$ cat src/rtl/tri_wdog_pkg.sv
package tri_wdog_pkg;
  localparam int unsigned NUM_CH = 3;
  localparam int unsigned CNT_W  = 16;
  localparam int unsigned ADDR_W = 6;

  localparam logic [1:0] WIN_CTRL = 2'd3;
  localparam logic [3:0] OFS_CNT  = 4'h0;
  localparam logic [3:0] OFS_LIM  = 4'h4;
  localparam logic [3:0] OFS_STAT = 4'h8;
  localparam logic [3:0] OFS_MASK = 4'h0;
  localparam logic [3:0] OFS_AUX  = 4'h4;

  // bus carries halfwords low byte first
  function automatic logic [15:0] swap16(logic [15:0] v);
    return {v[7:0], v[15:8]};
  endfunction
endpackage

$ cat src/rtl/tri_wdog_presc.sv
module tri_wdog_presc #(
  parameter int unsigned DIV = 4
) (
  input  logic clk_i,
  input  logic rst_ni,
  output logic tick_o
);
  localparam int unsigned W = (DIV > 1) ? $clog2(DIV) : 1;
  logic [W-1:0] cnt_q;

  assign tick_o = (cnt_q == W'(DIV - 1));

  always_ff @(posedge clk_i or negedge rst_ni) begin
    if (!rst_ni)     cnt_q <= '0;
    else if (tick_o) cnt_q <= '0;
    else             cnt_q <= cnt_q + 1'b1;
  end
endmodule

$ cat src/rtl/tri_wdog_chan.sv
module tri_wdog_chan #(
  parameter int unsigned CNT_W = 16
) (
  input  logic             clk_i,
  input  logic             rst_ni,
  input  logic             tick_i,
  input  logic             lim_we_i,
  input  logic [CNT_W-1:0] lim_val_i,
  input  logic             cnt_rd_i,
  output logic [CNT_W-1:0] cnt_o,
  output logic [CNT_W-1:0] lim_o,
  output logic             run_o,
  output logic             exp_o,
  output logic             expire_o
);
  logic [CNT_W-1:0] cnt_q, lim_q;
  logic run_q, exp_q, kick;

  assign kick     = cnt_rd_i && run_q;
  assign expire_o = tick_i && run_q && !lim_we_i && !kick && (cnt_q <= CNT_W'(1));

  always_ff @(posedge clk_i or negedge rst_ni) begin
    if (!rst_ni) begin
      cnt_q <= CNT_W'(1);
      lim_q <= CNT_W'(1);
      run_q <= 1'b0;
      exp_q <= 1'b0;
    end else if (lim_we_i) begin
      lim_q <= lim_val_i;
      cnt_q <= lim_val_i;
      run_q <= 1'b1;
      exp_q <= 1'b0;
    end else if (kick) begin
      cnt_q <= lim_q;
    end else if (expire_o) begin
      cnt_q <= '0;
      run_q <= 1'b0;
      exp_q <= 1'b1;
    end else if (tick_i && run_q) begin
      cnt_q <= cnt_q - 1'b1;
    end
  end

  assign cnt_o = cnt_q;
  assign lim_o = lim_q;
  assign run_o = run_q;
  assign exp_o = exp_q;
endmodule

$ cat src/rtl/tri_wdog_pulse.sv
module tri_wdog_pulse #(
  parameter int unsigned LEN = 16
) (
  input  logic clk_i,
  input  logic rst_ni,
  input  logic trig_i,
  output logic pulse_o
);
  localparam int unsigned W = $clog2(LEN + 1);
  logic [W-1:0] cnt_q;

  always_ff @(posedge clk_i or negedge rst_ni) begin
    if (!rst_ni)            cnt_q <= '0;
    else if (trig_i)        cnt_q <= W'(LEN);
    else if (cnt_q != '0)   cnt_q <= cnt_q - 1'b1;
  end

  assign pulse_o = (cnt_q != '0);
endmodule

$ cat src/rtl/tri_wdog.sv
module tri_wdog
  import tri_wdog_pkg::*;
#(
  parameter int unsigned CLK_HZ        = 50_000_000,
  parameter int unsigned RST_PULSE_CYC = 16
) (
  input  logic              clk_i,
  input  logic              rst_ni,
  input  logic              req_i,
  input  logic              we_i,
  input  logic [ADDR_W-1:0] addr_i,
  input  logic [15:0]       wdata_i,
  output logic [15:0]       rdata_o,
  output logic              irq_o,
  output logic              cpu_rst_o,
  output logic              sys_rst_o
);
  localparam int unsigned TICK_DIV = (CLK_HZ / 10 > 0) ? CLK_HZ / 10 : 1;

  logic [1:0] win;
  logic [3:0] ofs;
  logic       tick;
  logic [NUM_CH-1:0] lim_we, cnt_rd, run_v, exp_v, expire_v, mask_q;
  logic [CNT_W-1:0]  cnt_v [NUM_CH];
  logic [CNT_W-1:0]  lim_v [NUM_CH];
  logic [2:1]        rst_pls;
  logic              unused_evt0;

  assign win = addr_i[5:4];
  assign ofs = addr_i[3:0];

  tri_wdog_presc #(.DIV(TICK_DIV)) u_presc (
    .clk_i (clk_i),
    .rst_ni(rst_ni),
    .tick_o(tick)
  );

  for (genvar g = 0; g < NUM_CH; g++) begin : g_ch
    assign lim_we[g] = req_i &&  we_i && (win == 2'(g)) && (ofs == OFS_LIM);
    assign cnt_rd[g] = req_i && !we_i && (win == 2'(g)) && (ofs == OFS_CNT);

    tri_wdog_chan #(.CNT_W(CNT_W)) u_chan (
      .clk_i    (clk_i),
      .rst_ni   (rst_ni),
      .tick_i   (tick),
      .lim_we_i (lim_we[g]),
      .lim_val_i(swap16(wdata_i)),
      .cnt_rd_i (cnt_rd[g]),
      .cnt_o    (cnt_v[g]),
      .lim_o    (lim_v[g]),
      .run_o    (run_v[g]),
      .exp_o    (exp_v[g]),
      .expire_o (expire_v[g])
    );
  end

  for (genvar g = 1; g < NUM_CH; g++) begin : g_rst
    tri_wdog_pulse #(.LEN(RST_PULSE_CYC)) u_pulse (
      .clk_i  (clk_i),
      .rst_ni (rst_ni),
      .trig_i (expire_v[g] && !mask_q[g]),
      .pulse_o(rst_pls[g])
    );
  end

  assign unused_evt0 = expire_v[0];

  always_ff @(posedge clk_i or negedge rst_ni) begin
    if (!rst_ni) mask_q <= '0;
    else if (req_i && we_i && win == WIN_CTRL && ofs == OFS_MASK)
      mask_q <= wdata_i[NUM_CH-1:0];
  end

  always_comb begin
    rdata_o = '0;
    if (req_i && !we_i) begin
      for (int i = 0; i < NUM_CH; i++) begin
        if (win == 2'(i)) begin
          unique case (ofs)
            OFS_CNT:  rdata_o = swap16(cnt_v[i]);
            OFS_LIM:  rdata_o = swap16(lim_v[i]);
            OFS_STAT: rdata_o = {14'b0, exp_v[i], run_v[i]};
            default:  rdata_o = '0;
          endcase
        end
      end
      if (win == WIN_CTRL && ofs == OFS_MASK)
        rdata_o = {{(16-NUM_CH){1'b0}}, mask_q};
    end
  end

  assign irq_o     = exp_v[0] && !mask_q[0];
  assign cpu_rst_o = rst_pls[1];
  assign sys_rst_o = rst_pls[2];
endmodule

$ cat config.mk
export PLATFORM = sky130hd
export DESIGN_NAME = tri_wdog
export DESIGN_NICKNAME = d
export VERILOG_FILES = /design/src/rtl/tri_wdog_pkg.sv /design/src/rtl/tri_wdog_presc.sv /design/src/rtl/tri_wdog_chan.sv /design/src/rtl/tri_wdog_pulse.sv /design/src/rtl/tri_wdog.sv
export SDC_FILE = /design/constraint.sdc
export NUM_CORES = 1
export LEC_CHECK = 0
export BUFFER_PORTS_ARGS = -buffer_cell sky130_fd_sc_hd__buf_2
export CORE_ASPECT_RATIO = 1.5
export CORE_MARGIN = 4
export CORE_UTILIZATION = 55
export DETAILED_ROUTE_END_ITERATION = 6
export GPL_ROUTABILITY_DRIVEN = 0
export PLACE_DENSITY = 0.73
export SLEW_MARGIN = 30
export SYNTH_ARGS = -nofsm -noshare
export SYNTH_HDL_FRONTEND = slang
export SYNTH_SLANG_ARGS = --single-unit
export TNS_END_PERCENT = 10
$ cat constraint.sdc
create_clock -name clk_i -period 3.4 [get_ports clk_i]
set_input_delay 0.17 -clock clk_i [delete_from_list [all_inputs] [get_ports clk_i]]
set_output_delay 0.17 -clock clk_i [all_outputs]
set_load 0.005 [all_outputs]
==> results of run 1 <==
==> layout make-up <==
cell class                 count  area, µm²  area share, %
clock buffer                  19      442.9          4.887
clock inverter                13      167.7          1.850
inverter                      18      67.56         0.7454
multi-input combinational    656       4263          47.03
sequential                   138       3461          38.18
tap                          192      240.2          2.650
timing repair buffer          68      421.7          4.652
==> worst max-delay path: stages, from the launching register on <==
cell and delay, ps:
dfrtp_1 370, ha_1 230, nand2_1 110, nor4_2 560, nand4_2 540, nor3_1 510, buf_4 210, nor3_1 50
==> power by group through the flow <==
| stage | Clock [W] | Sequential (W) | Combinational, W |
|---|---|---|---|
| 3_3_place_gp | 0 | 0.00193 | 0.000365 |
| 2_1_floorplan | 0 | 0.00188 | 0.000237 |
| 3_5_place_dp | 0 | 0.00193 | 0.000377 |
| 5_1_grt | 0.00201 | 0.00193 | 0.000426 |
| 4_1_cts | 0.00193 | 0.00191 | 0.000381 |
| 6_report | 0.00191 | 0.00191 | 0.000388 |
==> how the worst min path moves through the flow <==
stage	slack, ps	from	cells past startpoint	endpoint
floorplan	-130	rst_ni	0	g_ch[0].u_chan.cnt_o[10]$_DFFE_PN0P_
global placement	250	rst_ni	1	g_rst[2].u_pulse.cnt_q[0]$_DFFE_PN0P_
detailed placement	250	rst_ni	1	g_rst[2].u_pulse.cnt_q[2]$_DFFE_PN0P_
CTS	70	wdata_i[14]	2	g_ch[2].u_chan.lim_o[6]$_DFFE_PN0P_
global route	70	wdata_i[14]	2	g_ch[2].u_chan.lim_o[6]$_DFFE_PN0P_
finish	80	wdata_i[14]	2	g_ch[2].u_chan.lim_o[6]$_DFFE_PN0P_
==> flip-flops by register name (all words and copies together) (netlist names) <==
register	count
u_presc.cnt_q	23
g_ch.u_chan.run_o	3
mask_q	3
g_rst.u_pulse.cnt_q	10
g_ch.u_chan.cnt_o	48
g_ch.u_chan.exp_o	3
g_ch.u_chan.lim_o	48
==> routing by layer <==
layer	up-vias	share of wire, %	global-route usage [%]
met5	-	0	0
met1	3679	36	35.31
met4	0	7.9	22.04
met2	418	48	52.83
met3	138	7.6	7.929
li1	3285	-	-
==> logic make-up after synthesis <==
kind of cell	synth area share [%]
flip-flops	43.54
AND/OR/NAND/NOR	21.50
buffers and inverters	3.148
multiplexers	8.122
XOR/XNOR	2.424
adder cells (fa/ha/maj)	1.731
AO/OA/AOI/OAI	19.53
==> placed cells by master, fill, tap and decap left out, types with 5 or more instances in the layout <==
master / count
inv_1: 18
nand4_1: 13
nor2_1: 106
buf_4: 22
a22oi_1: 46
a21oi_1: 42
nand3_1: 31
ha_1: 11
o21a_1: 9
nor2b_1: 6
o21ai_1: 7
and4_1: 5
dfrtp_1: 132
and2_1: 8
xnor2_1: 15
xor2_1: 7
clkbuf_16: 17
dfstp_2: 6
o311ai_0: 6
or4_1: 9
nor4_1: 8
a31oi_1: 20
or3_1: 11
nand2_1: 69
mux2_2: 52
mux2i_1: 6
and3_1: 7
nand2b_1: 6
o211ai_1: 9
a221oi_1: 15
nor3_1: 24
o21ai_0: 47
buf_2: 43
==> stage by stage <==
step           worst slack, ps  hold WS [ps]  cell area [µm²]  cells
2_1_floorplan             1053        -125.6             7949    857
3_3_place_gp             795.1         248.4             8437   1071
3_5_place_dp             678.8         254.0             8443   1071
4_1_cts                  663.2         72.88             9064   1104
5_1_grt                  483.3         67.11             9064   1104
6_report                 691.0         82.70             9064   1104
==> run metrics, run 1 <==
outcome complete, no violations; most frequent cells after synthesis dfrtp_1, nor2_1, nand2_1; CTS tree done; Clk pwr share 45.4%; Setup TNS Final 0 ps; sequential fraction of the synthesis area a little over two fifths; Post-synth EDFFs 0; CP Max Fanout 19; Worst VDD drop 269.4 µV; Tcrit/Tclk final 79.68%; buffers added on ports 44; Reg2Reg Launch Point u_presc.cnt_q[0]$_DFF_PN0_; Switch Pwr 0.001118 W; DR vias/cell 6.812; R2R cell count 7; CP startpoint u_presc.cnt_q[0]$_DFF_PN0_; max-slew violations 0; largest area contributor in the netlist dfrtp_1; die area approximately 0.016 mm²; Top FF cell, synth dfrtp_1; Hold Path Class in2reg; sequential share of power 45.4%; clk_lat worst skew approximately 430 ps; Ant. Diodes 0; CTS buffer count 17; Die W 106.2 µm; CTS resizes 0; core area 0.01412 mm²; DRT antenna net count 0; Worst Skew 7.369 ps; R2R setup slack 690 ps; internal power ~0.0031 W; Fillers roughly 1200; Worst Setup Start Kind flip-flop; hpwl dp 18190 µm; Synth Warn # 0; I/O pin total 45; Clock Tree Root clkbuf_16; share of layout cells above drive strength 1 19.41%; combinational power share a little under a tenth; vias in the first global route around 7500; Die Span Y 155.2 µm; Final Hold Vio Count 0; crit path to g_rst[1].u_pulse.cnt_q[2]$_DFFE_PN0P_; Pre-antenna DRT Iters 7; # Max-Cap Violations 0; kind of critical path reg2reg; DR WL/cell 23.00 µm; initial core utilization 56.28%; CTS sink cnt ~140; flops & latches, synth ~140; Reg2Reg Capture Point g_rst[1].u_pulse.cnt_q[2]$_DFFE_PN0P_; Synth top area share approximately two fifths; Hold Buf Count CTS 1; Vias 7520; fmax 0.3691 GHz; Final min period roughly 2700 ps; syn nets 894; initial antenna violation count 0; most common cell in the netlist dfrtp_1; unrepaired setup endpoints after global routing false; Least-Margin Pin Slew 859.6 ps; syn avg cell area 9.275 µm²; grt ovf 0; P&R area growth vs syn 14.02%; asr flop ratio synth 100.0%; routed wire length about 25000 µm; largest net degree at the start of global routing between 80 and 90; Final setup viols 0; Remaining DRCs 0; Longest Clk Path Bufs 2; Req. time, crit path 3700 ps; PD cells between 400 and 500 mW/mm²; H-tree Lvls 4; Max-slew headroom 42.69%; Unique masters post-synth 71; Detailed Route Iter0 Violations 978; Layout Utilization ~64%; Post-Syn Area 0.007949 mm²; Leak between 3 and 4 nW; Power Total about 0.0042 W; cells after synthesis 857; Reg clk slew, reported paths around 60 ps; Switching Share 26.53%; first-pass GRT wire length 40490 µm; WP data arrival about 3000 ps; crit path capture type flip-flop; Post-CTS Setup Bufs 0; Layout Nets 936; GR Util All Layers between 30% and 40%; Area contributors post-synth dfrtp_1, mux2_2, nor2_1; row count 53
(Power assumes the default switching activity.)
==> inputs of run 2 (changes only) <==
clock period = 2.81 ns   (was 3.4 ns; I/O delays follow)
==> run 2 against run 1 <==
Net effect: first-iteration DRC count decreased by 16%; global-route usage grew 0.29 points; cell area is 1.0% higher; clock skew rose by 0.67 ps; non-clock buffer count increased by 16; routed wire length is 0.65% higher; largest cell class unchanged; die area unchanged; sequential power up 20%; hold slack worse by 40 ps.
==> run metrics, run 2 (synthesis results as in run 1) <==
CTS tree done; Layout Utilization 64.83%; most frequent cells in the layout dfrtp_1, nor2_1, nand2_1; Remaining DRCs 0; Switching Share 27.73%; slowest cell on the critical path or4b_4; CP delay by family, top simple AND/OR/NAND/NOR gates; Clock Tree Root clkbuf_16; R2R cell count 6; Detailed Route Iter0 Violations 820; Longest Clk Path Bufs 2; CTS sink cnt 138; initial antenna violation count 0; fmax between 0.3 and 0.4 GHz; H-tree Lvls 4; Pre-antenna DRT Iters 6; GR Util All Layers a little under a third; Layout Nets 952; worst hold start wdata_i[14]; R2R setup slack 170 ps; Worst Hold End g_ch[2].u_chan.lim_o[6]$_DFFE_PN0P_; Max-slew headroom between 40 and 50%; Reg2Reg Launch Point u_presc.cnt_q[17]$_DFF_PN0_; Final min period around 2600 ps; die area around 0.016 mm²; internal power ~0.0036 W; CTS buffer count 17; P&R area growth vs syn 15.21%; routed wire length 25550 µm; clk_lat worst skew 440 ps; CTS resizes 0; WHS Path Cells 2; Reg2Reg Capture Point g_ch[1].u_chan.cnt_o[6]$_DFFE_PN0P_; Reg clk slew, reported paths 60 ps; Final setup viols 0; Die Span Y around 160 µm; DRT antenna net count 0; row count 53; grt ovf 0; vias in the first global route 7465; Least-Margin Pin Slew about 860 ps; share of layout cells above drive strength 1 20.69%; first-pass GRT wire length 40480 µm; Worst Setup Start Kind flip-flop; unrepaired setup endpoints after global routing false; largest net degree at the start of global routing 68; Slowest Stage Delay on Critical Path approximately 560 ps; Vias about 7600; kind of critical path reg2reg; Hold Buf Count CTS 1; Worst VDD drop 357.4 µV; DR WL/cell 22.81 µm; Post-CTS Setup Bufs 0; Req. time, crit path ~3100 ps; Tcrit/Tclk final around 94%; core area 0.01412 mm²; Hold Path Class in2reg; WP data arrival between 2000 and 3000 ps; Setup TNS Final 0 ps; DR vias/cell 6.763; Bufs and invs on worst path 1; Worst Skew 8.037 ps; CP Max Fanout 10; initial core utilization 56.28%; Switch Pwr 0.001371 W; crit path capture type flip-flop; I/O pin total 45; critical-path cell list or4b_4 -> nor4_4 -> nand4_2 -> buf_4 -> o41ai_1 -> o211ai_1; hpwl dp 18370 µm; outcome complete, no violations; Leak between 3 and 4 nW; buffers added on ports 44; # Max-Cap Violations 0; combinational power share 10.0%; PD cells 539.9 mW/mm²; Ant. Diodes 0; sequential share of power 46.5%; max-slew violations 0; commonest non-fill, non-tap cell in the layout dfrtp_1; Final Hold Vio Count 0; Clk pwr share a little over two fifths; Die W 106.2 µm
## run 2: changes by cell type in the layout (fill, tap and decap cells not counted), sizes merged
cell	delta
bufinv	-2
clkinv	+2
inv	-2
clkinvlp	+2
buf	+16
## run 2: power groups by stage
stage	combinational (W)	clock (W)	sequential, W
floorplan	0.000287	0	0.00227
global placement	0.000468	0	0.00232
detailed placement	0.000483	0	0.00233
CTS	0.000486	0.00216	0.00229
global route	0.000535	0.00226	0.00232
finish	0.000494	0.00215	0.00230
## run 2: per-layer routing
| layer | part of all wire (%) | wire length [µm] | global-route usage, % | vias up |
|---|---|---|---|---|
| met5 | 0 | 0 | 0 | - |
| met3 | 7.8 | 1996 | 7.430 | 134 |
| met4 | 8.0 | 2042 | 22.28 | 0 |
| li1 | - | - | - | 3320 |
| met1 | 35 | 9001 | 36.30 | 3687 |
| met2 | 49 | 12510 | 52.95 | 434 |
## run 2: worst max-delay path by stage
stage | startpoint | endpoint | slack [ps] | cells past startpoint
2_1_floorplan | u_presc.cnt_q[17]$_DFF_PN0_ | g_ch[0].u_chan.cnt_o[14]$_DFFE_PN0P_ | 460 | 7
4_1_cts | u_presc.cnt_q[17]$_DFF_PN0_ | g_ch[0].u_chan.cnt_o[14]$_DFFE_PN0P_ | 220 | 6
6_report | u_presc.cnt_q[17]$_DFF_PN0_ | g_ch[1].u_chan.cnt_o[6]$_DFFE_PN0P_ | 170 | 6
3_3_place_gp | u_presc.cnt_q[17]$_DFF_PN0_ | g_ch[0].u_chan.cnt_o[14]$_DFFE_PN0P_ | 340 | 6
3_5_place_dp | u_presc.cnt_q[17]$_DFF_PN0_ | g_ch[0].u_chan.cnt_o[14]$_DFFE_PN0P_ | 240 | 6
5_1_grt | u_presc.cnt_q[20]$_DFF_PN0_ | g_ch[1].u_chan.cnt_o[4]$_DFFE_PN0P_ | 2 | 7
## run 2: through the flow
stage | area (µm²) | instances | hold WS, ps | worst slack (ps) | total power [W]
2_1_floorplan | 7949 | 857 | -155.1 | 463.4 | 0.002557
3_3_place_gp | 8582 | 1087 | 181.0 | 339.2 | 0.002788
3_5_place_dp | 8582 | 1087 | 179.3 | 238.0 | 0.002810
4_1_cts | 9158 | 1120 | 32.42 | 217.7 | 0.004939
5_1_grt | 9158 | 1120 | 42.98 | 2.041 | 0.005116
6_report | 9158 | 1120 | 42.82 | 171.6 | 0.004944
## run 2: area by class of cell
| cell class | instances | area (µm²) |
|---|---|---|
| Inverter | 18 | 67.56 |
| Clock inverter | 13 | 122.6 |
| Multi-Input combinational cell | 656 | 4257 |
| Fill cell | 1191 | 4967 |
| Timing Repair Buffer | 84 | 566.8 |
| Clock buffer | 19 | 442.9 |
| Sequential cell | 138 | 3461 |
| Tap cell | 192 | 240.2 |
